===== config.mk =====
export PLATFORM = sky130hd
export DESIGN_NAME = i2c_cmdseq
export DESIGN_NICKNAME = d
export VERILOG_FILES = /design/src/rtl/i2c_cmdseq_pkg.sv /design/src/rtl/i2c_cmd_store.sv /design/src/rtl/i2c_evt_flags.sv /design/src/rtl/i2c_seq_fsm.sv /design/src/rtl/i2c_cmdseq.sv
export SDC_FILE = /design/constraint.sdc
export NUM_CORES = 1
export LEC_CHECK = 0
export BUFFER_PORTS_ARGS = -buffer_cell sky130_fd_sc_hd__clkbuf_2
export CORE_MARGIN = 5
export CORE_UTILIZATION = 55
export CTS_CLUSTER_DIAMETER = 120
export DETAILED_ROUTE_END_ITERATION = 12
export HOLD_SLACK_MARGIN = 0.03
export PLACE_DENSITY = 0.77
export SLEW_MARGIN = 40
export SYNTH_ARGS = -nofsm -noshare
export SYNTH_HDL_FRONTEND = slang
export SYNTH_SLANG_ARGS = --single-unit

===== constraint.sdc =====
create_clock -name clk -period 2.8 [get_ports clk]
set_input_delay 0.14 -clock clk [delete_from_list [all_inputs] [get_ports clk]]
set_output_delay 0.14 -clock clk [all_outputs]
set_load 0.03 [all_outputs]

===== src/rtl/i2c_cmdseq_pkg.sv =====
`timescale 1ns/1ps
package i2c_cmdseq_pkg;

    localparam int CMD_W = 14;

    localparam logic [2:0] OP_RSTART = 3'd0;
    localparam logic [2:0] OP_WRITE  = 3'd1;
    localparam logic [2:0] OP_READ   = 3'd2;
    localparam logic [2:0] OP_STOP   = 3'd3;
    localparam logic [2:0] OP_END    = 3'd4;

    localparam logic [1:0] BIT_START = 2'd0;
    localparam logic [1:0] BIT_STOP  = 2'd1;
    localparam logic [1:0] BIT_WRITE = 2'd2;
    localparam logic [1:0] BIT_READ  = 2'd3;

    localparam int NUM_EV       = 7;
    localparam int EV_ACK_ERR   = 0;
    localparam int EV_STOP_DONE = 1;
    localparam int EV_END_SEEN  = 2;
    localparam int EV_START     = 3;
    localparam int EV_BYTE      = 4;
    localparam int EV_TIMEOUT   = 5;
    localparam int EV_ARB_LOST  = 6;

    typedef enum logic [3:0] {
        ST_IDLE, ST_FETCH, ST_START, ST_LOAD, ST_TX_BIT,
        ST_TX_ACK, ST_RX_BIT, ST_RX_ACK, ST_STOP
    } seq_state_e;

endpackage


===== src/rtl/i2c_cmd_store.sv =====
`timescale 1ns/1ps
module i2c_cmd_store #(
    parameter int NUM_SLOTS = 16,
    localparam int IW = $clog2(NUM_SLOTS)
) (
    input  logic                              clk,
    input  logic                              rst_n,
    input  logic                              wr_en,
    input  logic [IW-1:0]                     wr_idx,
    input  logic [i2c_cmdseq_pkg::CMD_W-1:0]  wr_data,
    input  logic [IW-1:0]                     rd_idx,
    output logic [i2c_cmdseq_pkg::CMD_W-1:0]  rd_word,
    input  logic                              set_en,
    output logic [NUM_SLOTS-1:0]              done_vec
);
    import i2c_cmdseq_pkg::*;

    logic [CMD_W-1:0] slot_q [NUM_SLOTS];

    for (genvar g = 0; g < NUM_SLOTS; g++) begin : g_slot
        always_ff @(posedge clk or negedge rst_n) begin
            if (!rst_n) begin
                slot_q[g]   <= '0;
                done_vec[g] <= 1'b0;
            end else begin
                if (wr_en && wr_idx == IW'(g)) begin
                    slot_q[g]   <= wr_data;
                    done_vec[g] <= 1'b0;
                end else if (set_en && rd_idx == IW'(g)) begin
                    done_vec[g] <= 1'b1;
                end
            end
        end
    end

    assign rd_word = slot_q[rd_idx];

    // a written slot reads back as not done
    p_write_clears_done_r2: assert property (@(posedge clk) disable iff (!rst_n)
        wr_en |=> !done_vec[$past(wr_idx)]);

endmodule


===== src/rtl/i2c_evt_flags.sv =====
`timescale 1ns/1ps
module i2c_evt_flags #(
    parameter int NEV = 7
) (
    input  logic           clk,
    input  logic           rst_n,
    input  logic [NEV-1:0] ev_i,
    input  logic [NEV-1:0] clr_i,
    input  logic [NEV-1:0] en_i,
    output logic [NEV-1:0] raw_o,
    output logic           irq_o
);
    for (genvar g = 0; g < NEV; g++) begin : g_flag
        always_ff @(posedge clk or negedge rst_n) begin
            if (!rst_n)          raw_o[g] <= 1'b0;
            else if (ev_i[g])    raw_o[g] <= 1'b1;
            else if (clr_i[g])   raw_o[g] <= 1'b0;
        end
    end

    assign irq_o = |(raw_o & en_i);

    // a set flag only drops after a clear request
    p_flags_sticky_r13: assert property (@(posedge clk) disable iff (!rst_n)
        (($past(raw_o) & ~$past(clr_i) & ~raw_o) == '0));

    // every event pulse leaves its flag set
    p_event_sets_r13: assert property (@(posedge clk) disable iff (!rst_n)
        (($past(ev_i) & ~raw_o) == '0));

endmodule


===== src/rtl/i2c_seq_fsm.sv =====
`timescale 1ns/1ps
module i2c_seq_fsm #(
    parameter int NUM_SLOTS = 16,
    parameter int TOUT_W    = 20,
    localparam int IW = $clog2(NUM_SLOTS)
) (
    input  logic                              clk,
    input  logic                              rst_n,
    input  logic                              start_i,
    input  logic [i2c_cmdseq_pkg::CMD_W-1:0]  cmd_i,
    output logic [IW-1:0]                     idx_o,
    output logic                              done_set_o,
    input  logic                              tx_lsb_i,
    input  logic                              rx_lsb_i,
    input  logic [TOUT_W-1:0]                 tout_limit_i,
    input  logic                              tx_valid_i,
    input  logic [7:0]                        tx_data_i,
    output logic                              tx_ready_o,
    output logic                              rx_valid_o,
    output logic [7:0]                        rx_data_o,
    output logic                              bit_req_o,
    output logic [1:0]                        bit_op_o,
    output logic                              bit_wdata_o,
    input  logic                              bit_done_i,
    input  logic                              bit_rdata_i,
    input  logic                              bit_arb_i,
    output logic                              busy_o,
    output logic [i2c_cmdseq_pkg::NUM_EV-1:0] ev_o
);
    import i2c_cmdseq_pkg::*;

    seq_state_e  state_q, state_d;
    logic [7:0]  left_q;
    logic [2:0]  bitcnt_q;
    logic [7:0]  sh_q;
    logic [TOUT_W-1:0] tcnt_q;

    logic [7:0] f_count;
    logic       f_chk, f_exp, f_aval;
    logic [2:0] f_op;
    assign f_count = cmd_i[7:0];
    assign f_chk   = cmd_i[8];
    assign f_exp   = cmd_i[9];
    assign f_aval  = cmd_i[10];
    assign f_op    = cmd_i[13:11];

    logic last_slot, op_ok, ack_bad, adv;
    assign last_slot = (idx_o == IW'(NUM_SLOTS - 1));
    assign op_ok     = bit_done_i && !bit_arb_i;
    assign ack_bad   = f_chk && (bit_rdata_i != f_exp);

    // next state
    always_comb begin
        state_d = state_q;
        adv     = 1'b0;
        unique case (state_q)
            ST_IDLE:   if (start_i) state_d = ST_FETCH;
            ST_FETCH: begin
                unique case (f_op)
                    OP_RSTART: state_d = ST_START;
                    OP_WRITE:  if (f_count == 8'd0) adv = 1'b1; else state_d = ST_LOAD;
                    OP_READ:   if (f_count == 8'd0) adv = 1'b1; else state_d = ST_RX_BIT;
                    OP_STOP:   state_d = ST_STOP;
                    default:   state_d = ST_IDLE;
                endcase
            end
            ST_START, ST_STOP: begin
                if (bit_done_i) begin
                    if (bit_arb_i) state_d = ST_IDLE;
                    else           adv = 1'b1;
                end
            end
            ST_LOAD:   if (tx_valid_i) state_d = ST_TX_BIT;
            ST_TX_BIT: begin
                if (bit_done_i) begin
                    if (bit_arb_i)              state_d = ST_IDLE;
                    else if (bitcnt_q == 3'd7)  state_d = ST_TX_ACK;
                end
            end
            ST_TX_ACK: begin
                if (bit_done_i) begin
                    if (bit_arb_i || ack_bad)  state_d = ST_IDLE;
                    else if (left_q == 8'd1)   adv = 1'b1;
                    else                       state_d = ST_LOAD;
                end
            end
            ST_RX_BIT: begin
                if (bit_done_i) begin
                    if (bit_arb_i)              state_d = ST_IDLE;
                    else if (bitcnt_q == 3'd7)  state_d = ST_RX_ACK;
                end
            end
            ST_RX_ACK: begin
                if (bit_done_i) begin
                    if (bit_arb_i)             state_d = ST_IDLE;
                    else if (left_q == 8'd1)   adv = 1'b1;
                    else                       state_d = ST_RX_BIT;
                end
            end
            default: state_d = ST_IDLE;
        endcase
        if (adv) state_d = last_slot ? ST_IDLE : ST_FETCH;
    end

    // state register and datapath
    always_ff @(posedge clk or negedge rst_n) begin
        if (!rst_n) begin
            state_q    <= ST_IDLE;
            idx_o      <= '0;
            left_q     <= '0;
            bitcnt_q   <= '0;
            sh_q       <= '0;
            tcnt_q     <= '0;
            rx_valid_o <= 1'b0;
            rx_data_o  <= '0;
        end else begin
            state_q    <= state_d;
            rx_valid_o <= 1'b0;
            if (state_q == ST_IDLE && start_i) idx_o <= '0;
            else if (adv)                      idx_o <= idx_o + 1'b1;
            if (state_q == ST_FETCH) begin
                left_q   <= f_count;
                bitcnt_q <= '0;
            end
            if (state_q == ST_LOAD && tx_valid_i) begin
                sh_q     <= tx_data_i;
                bitcnt_q <= '0;
            end
            if (state_q == ST_TX_BIT && bit_done_i) bitcnt_q <= bitcnt_q + 1'b1;
            if (state_q == ST_TX_ACK && bit_done_i) left_q   <= left_q - 1'b1;
            if (state_q == ST_RX_BIT && bit_done_i) begin
                if (rx_lsb_i) sh_q[bitcnt_q]        <= bit_rdata_i;
                else          sh_q[3'd7 - bitcnt_q] <= bit_rdata_i;
                bitcnt_q <= bitcnt_q + 1'b1;
            end
            if (state_q == ST_RX_ACK && bit_done_i) begin
                left_q     <= left_q - 1'b1;
                rx_valid_o <= !bit_arb_i;
                rx_data_o  <= sh_q;
            end
            if (state_d == ST_RX_BIT && state_q != ST_RX_BIT)
                tcnt_q <= '0;
            else if ((state_q == ST_RX_BIT || state_q == ST_RX_ACK) && tcnt_q != tout_limit_i)
                tcnt_q <= tcnt_q + 1'b1;
        end
    end

    // outputs
    always_comb begin
        bit_req_o   = 1'b0;
        bit_op_o    = BIT_START;
        bit_wdata_o = 1'b0;
        tx_ready_o  = (state_q == ST_LOAD);
        busy_o      = (state_q != ST_IDLE);
        done_set_o  = adv || (state_q == ST_FETCH && f_op > OP_STOP);
        ev_o        = '0;
        unique case (state_q)
            ST_START:  begin bit_req_o = 1'b1; bit_op_o = BIT_START; end
            ST_STOP:   begin bit_req_o = 1'b1; bit_op_o = BIT_STOP;  end
            ST_TX_BIT: begin
                bit_req_o   = 1'b1;
                bit_op_o    = BIT_WRITE;
                bit_wdata_o = tx_lsb_i ? sh_q[bitcnt_q] : sh_q[3'd7 - bitcnt_q];
            end
            ST_TX_ACK: begin bit_req_o = 1'b1; bit_op_o = BIT_READ; end
            ST_RX_BIT: begin bit_req_o = 1'b1; bit_op_o = BIT_READ; end
            ST_RX_ACK: begin bit_req_o = 1'b1; bit_op_o = BIT_WRITE; bit_wdata_o = f_aval; end
            default: ;
        endcase
        ev_o[EV_START]     = (state_q == ST_START) && op_ok;
        ev_o[EV_STOP_DONE] = (state_q == ST_STOP) && op_ok;
        ev_o[EV_END_SEEN]  = (state_q == ST_FETCH) && (f_op > OP_STOP);
        ev_o[EV_BYTE]      = (state_q == ST_TX_ACK || state_q == ST_RX_ACK) && op_ok;
        ev_o[EV_ACK_ERR]   = (state_q == ST_TX_ACK) && op_ok && ack_bad;
        ev_o[EV_ARB_LOST]  = bit_req_o && bit_done_i && bit_arb_i;
        ev_o[EV_TIMEOUT]   = (state_q == ST_RX_BIT || state_q == ST_RX_ACK)
                             && (tout_limit_i != '0)
                             && (tcnt_q == tout_limit_i - 1'b1);
    end

    // no bit request while idle
    p_idle_quiet_r9: assert property (@(posedge clk) disable iff (!rst_n)
        !busy_o |-> !bit_req_o);

    // no bit operation while waiting for a transmit byte
    p_load_no_bit_r4: assert property (@(posedge clk) disable iff (!rst_n)
        tx_ready_o |-> !bit_req_o);

    // a received byte is pushed right after its acknowledge slot
    p_rx_push_after_ack_r6: assert property (@(posedge clk) disable iff (!rst_n)
        rx_valid_o |-> ($past(state_q) == ST_RX_ACK && $past(bit_done_i)));

    // ack error aborts to idle
    p_abort_on_ackerr_r7: assert property (@(posedge clk) disable iff (!rst_n)
        ev_o[EV_ACK_ERR] |=> !busy_o);

    // arbitration loss aborts to idle
    p_abort_on_arb_r12: assert property (@(posedge clk) disable iff (!rst_n)
        (bit_req_o && bit_done_i && bit_arb_i) |=> !busy_o);

endmodule


===== src/rtl/i2c_cmdseq.sv =====
`timescale 1ns/1ps
module i2c_cmdseq #(
    parameter int NUM_SLOTS = 16,
    parameter int TOUT_W    = 20,
    localparam int IW  = $clog2(NUM_SLOTS),
    localparam int NEV = i2c_cmdseq_pkg::NUM_EV,
    localparam int CW  = i2c_cmdseq_pkg::CMD_W
) (
    input  logic                 clk,
    input  logic                 rst_n,
    input  logic                 cmd_wr_en,
    input  logic [IW-1:0]        cmd_wr_idx,
    input  logic [CW-1:0]        cmd_wr_data,
    input  logic                 run_start,
    input  logic                 tx_lsb_first,
    input  logic                 rx_lsb_first,
    input  logic [TOUT_W-1:0]    rx_timeout_limit,
    input  logic                 tx_valid,
    input  logic [7:0]           tx_data,
    output logic                 tx_ready,
    output logic                 rx_valid,
    output logic [7:0]           rx_data,
    output logic                 bit_req,
    output logic [1:0]           bit_op,
    output logic                 bit_wdata,
    input  logic                 bit_done,
    input  logic                 bit_rdata,
    input  logic                 bit_arb_lost,
    output logic                 busy,
    output logic [NUM_SLOTS-1:0] cmd_done,
    output logic [NEV-1:0]       evt_raw,
    input  logic [NEV-1:0]       evt_clr,
    input  logic [NEV-1:0]       evt_en,
    output logic                 irq
);
    logic [IW-1:0]  cur_idx;
    logic [CW-1:0]  cur_word;
    logic           done_set;
    logic [NEV-1:0] ev_pulse;

    i2c_cmd_store #(.NUM_SLOTS(NUM_SLOTS)) u_store (
        .clk(clk), .rst_n(rst_n),
        .wr_en(cmd_wr_en), .wr_idx(cmd_wr_idx), .wr_data(cmd_wr_data),
        .rd_idx(cur_idx), .rd_word(cur_word),
        .set_en(done_set), .done_vec(cmd_done)
    );

    i2c_seq_fsm #(.NUM_SLOTS(NUM_SLOTS), .TOUT_W(TOUT_W)) u_fsm (
        .clk(clk), .rst_n(rst_n),
        .start_i(run_start), .cmd_i(cur_word),
        .idx_o(cur_idx), .done_set_o(done_set),
        .tx_lsb_i(tx_lsb_first), .rx_lsb_i(rx_lsb_first),
        .tout_limit_i(rx_timeout_limit),
        .tx_valid_i(tx_valid), .tx_data_i(tx_data), .tx_ready_o(tx_ready),
        .rx_valid_o(rx_valid), .rx_data_o(rx_data),
        .bit_req_o(bit_req), .bit_op_o(bit_op), .bit_wdata_o(bit_wdata),
        .bit_done_i(bit_done), .bit_rdata_i(bit_rdata), .bit_arb_i(bit_arb_lost),
        .busy_o(busy), .ev_o(ev_pulse)
    );

    i2c_evt_flags #(.NEV(NEV)) u_flags (
        .clk(clk), .rst_n(rst_n),
        .ev_i(ev_pulse), .clr_i(evt_clr), .en_i(evt_en),
        .raw_o(evt_raw), .irq_o(irq)
    );

endmodule


==> flow_summary_export.csv <==
group,metric,value,unit
route,wl_per_cell,21.22,um
place,port_buffers,108,
route,vias,11790,
worst_setup_path,worstSetupEndpointType,"flop",
clock_network,cts_tree,"done",
grt,grt_pass1_wl,66120,um
worst_setup_path,worstSetupStartpointType,"flop",
grt,grt.overflow.total,0,
route,via_per_inst,6.025,
clock_network,numCtsBuffers,31,
clock_network,cts_max_path_buffers,3,
synth,ys_types,61,
worst_setup_path,r2r_setup_slack,-0.29,ns
power_and_ir_drop,ir_drop,509.4,uV
worst_setup_path,path_class,"reg2reg",
die,dieWidth,176.6,um
timing,finalSetupViolations,43,
timing,setup_ws,-0.2902,ns
worst_hold_path,hold_depth,5,
synth,ys_seq_area_frac,0.4969,
grt,antenna_found_initial,1,
synth,ys.flop_type,"dfrtp_1",
timing,fin_crit,3.090,ns
synth,syn_avg_cell_area,11.07,sq um
die,start_util,0.5538,
job,max_cap_viol_count,0,
timing,slew_viol_final,0,
die,dieArea,0.03118,sq mm
synth,synth-edff-count,0,
timing,hold-worst-slack,0.09096,ns
worst_hold_path,hold_class,"in2reg",
synth,synth_top_area_frac,0.4969,
synth,async_flop_share,1.000,
timing,maxSlewHeadroom,0.4177,
synth,synth_area,0.01526,sq mm
clock_network,insertion_delay,0.56,ns
worst_setup_path,crit_fanout,20,
timing,finalCritPeriodShare,1.104,
grt,first_global_vias,12222,
run_status,violations,"setup timing",
route,wl,41540,um
synth,synth.area.top_cells,"dfrtp_1 50%, mux2_2 12%, mux4_2 7.8%",
power_and_ir_drop,p_total,15.00,mW
route,ant_nets,0,
synth,ys_warn_count,0,
grt,grt_usage,0.2674,
power_and_ir_drop,power_density,817.1,mW/mm^2
synth,synth_nets,1460,
die,core,0.02755,sq mm
route,dr.pass1.iters,8,
clock_network,h-tree-depth,1,
die,rows,61,
clock_network,path_clk_slew,0.06,ns
synth,syn_inst,1379,
final_layout,drive_gt1_frac,0.3200,
timing,rsz0062_at_grt,"true",
clock_network,cts.sinks,303,
die,die_h,176.6,um
worst_setup_path,r2r_cells,10,
run_status,status,"finished with violations",
final_layout,layout.nets,1635,
die,io_pins,109,
final_layout,n_fill_cell,1946,
route,drc_errors,0,
synth,synth_seq_cells,303,
clock_network,root_buffer,"clkbuf_16",
place,place_hpwl,27030,um
final_layout,area_delta_synth_final,20.26,%
grt,grt_max_degree,77,
timing,hold_viol_final,0,
worst_setup_path,required,3.22,ns
power_and_ir_drop,leakage,8.368,nW
synth,synth_top_cell_by_area,"dfrtp_1",
timing,fmax,323.6,MHz
timing,tightest_slew,0.8725,ns
route,drtIter0Drc,1211,
place,gp_congestion,0.8612,
worst_setup_path,crit_arrival,3.51,ns
timing,clock_skew,0.02225,ns
==> layout by cell type, fill, tap and decap left out, types with 23 or more instances in the layout <==
master         instances
dfrtp_1              301
nand2_1              278
mux2_2               165
clkbuf_2             107
nor2_1                73
buf_4                 65
mux4_2                53
a31oi_1               39
dlygate4sd3_1         38
xor2_1                36
clkbuf_16             31
inv_1                 29
mux2i_1               26
xnor2_1               23
==> metal layers <==
layer,global-route usage,vias up,part of all wire
met3,0.04925,133,0.081
met5,0,-,0
met1,0.3533,5835,0.39
li1,-,5250,-
met4,0.1032,0,0.041
met2,0.4432,572,0.48
==> synth_stat cells (all sizes together), types with 4 or more instances <==
cell	n
buf	28
nand4	15
a22oi	19
mux4	53
clkbuf	59
and2	6
nand2b	15
ha	11
a21oi	22
mux2	165
nand3b	5
o22ai	19
or3	7
nor2b	6
mux2i	26
nor3	12
o21ai	20
a31oi	39
nand3	19
xnor2	24
dfrtp	303
o211ai	7
xor2	36
inv	30
nor4	7
nand2	284
a22o	7
a211oi	4
nor2	81
and3	11
==> kinds of logic after synthesis <==
group,Yosys count,synth area share
simple gates,476,0.1354
flops,303,0.4969
mux,244,0.2170
compound gates,168,0.07494
buf+inv,117,0.03231
xor+xnor,60,0.03444
fa+ha+maj,11,0.009019
==> critical path: stages (launching register included) <==
cell and delay [ns]:
dfrtp_4 0.48, buf_12 0.20, mux4_2 0.52, a22o_1 0.24, nor2_2 0.17, nor4b_4 0.31, nand2_2 0.14, o41a_1 0.35
o2111ai_2 0.25, buf_12 0.19, a31oi_1 0.10
==> power by group <==
group	total, mW	internal (mW)	switching, mW	leakage [nW]
combinational	4.64	2.26	2.38	4.00
sequential	6.00	5.34	0.662	3.84
clock	4.35	2.64	1.71	0.532
total	15.0	10.2	4.75	8.37
==> timing repair <==
action                                  CTS  global route
hold endpoints to repair                155             0
hold buffers                             38             0
endpoints found under the setup margin   45            45
gates resized for setup                  21             8
buffers inserted                          3             0
pin swaps                                 4             3
==> final cells by class <==
class	count	area [sq um]	area share
flip-flops and latches	303	7587	0.4134
multi-input cells	959	7333	0.3996
repair buffers	229	1753	0.09552
clock buffers	41	873.3	0.04759
well taps	378	473.0	0.02577
clock inverters	16	212.7	0.01159
inverters	30	116.4	0.006341
diodes	1	2.502	0.0001364
==> sequential cells by signal, summed over array words and instances, names as in the netlist <==
register	flops
u_store.slot_q	224
u_fsm.tcnt_q	20
u_store.done_vec	16
u_fsm.left_q	8
u_fsm.rx_data_o	8
u_fsm.sh_q	8
u_flags.raw_o	7
u_fsm.idx_o	4
u_fsm.state_q	4
u_fsm.bitcnt_q	3
u_fsm.rx_valid_o	1
==> metrics by stage <==
step / instance area (sq um) / std cells / util / TNS [ns] / setup WS, ns
after CTS: 18310 / 1956 / 0.6645 / -6.548 / -0.2278
after global routing: 18350 / 1957 / 0.6660 / -15.07 / -0.4260
after detailed placement: 16730 / 1858 / 0.6073 / -10.61 / -0.3805
after floorplan: 15320 / 1379 / - / -0.001893 / -0.001893
after global placement: 16730 / 1858 / 0.6073 / -7.287 / -0.2833
final: 18350 / 1957 / 0.6660 / -8.995 / -0.2902
==> final timing paths <==
path | from | end
max in group asynchronous | rst_n | u_store.slot_q[52]
worst min register to register | u_store.slot_q[166] | u_store.slot_q[166]
worst max register to register | u_fsm.idx_o[0] | u_fsm.tcnt_q[12]
worst min-delay path | rx_lsb_first | u_fsm.sh_q[6]
min in group asynchronous | rst_n | u_fsm.rx_data_o[0]
worst max-delay path | u_fsm.idx_o[0] | u_fsm.tcnt_q[12]
No activity file was read; power rests on OpenSTA's default activity.
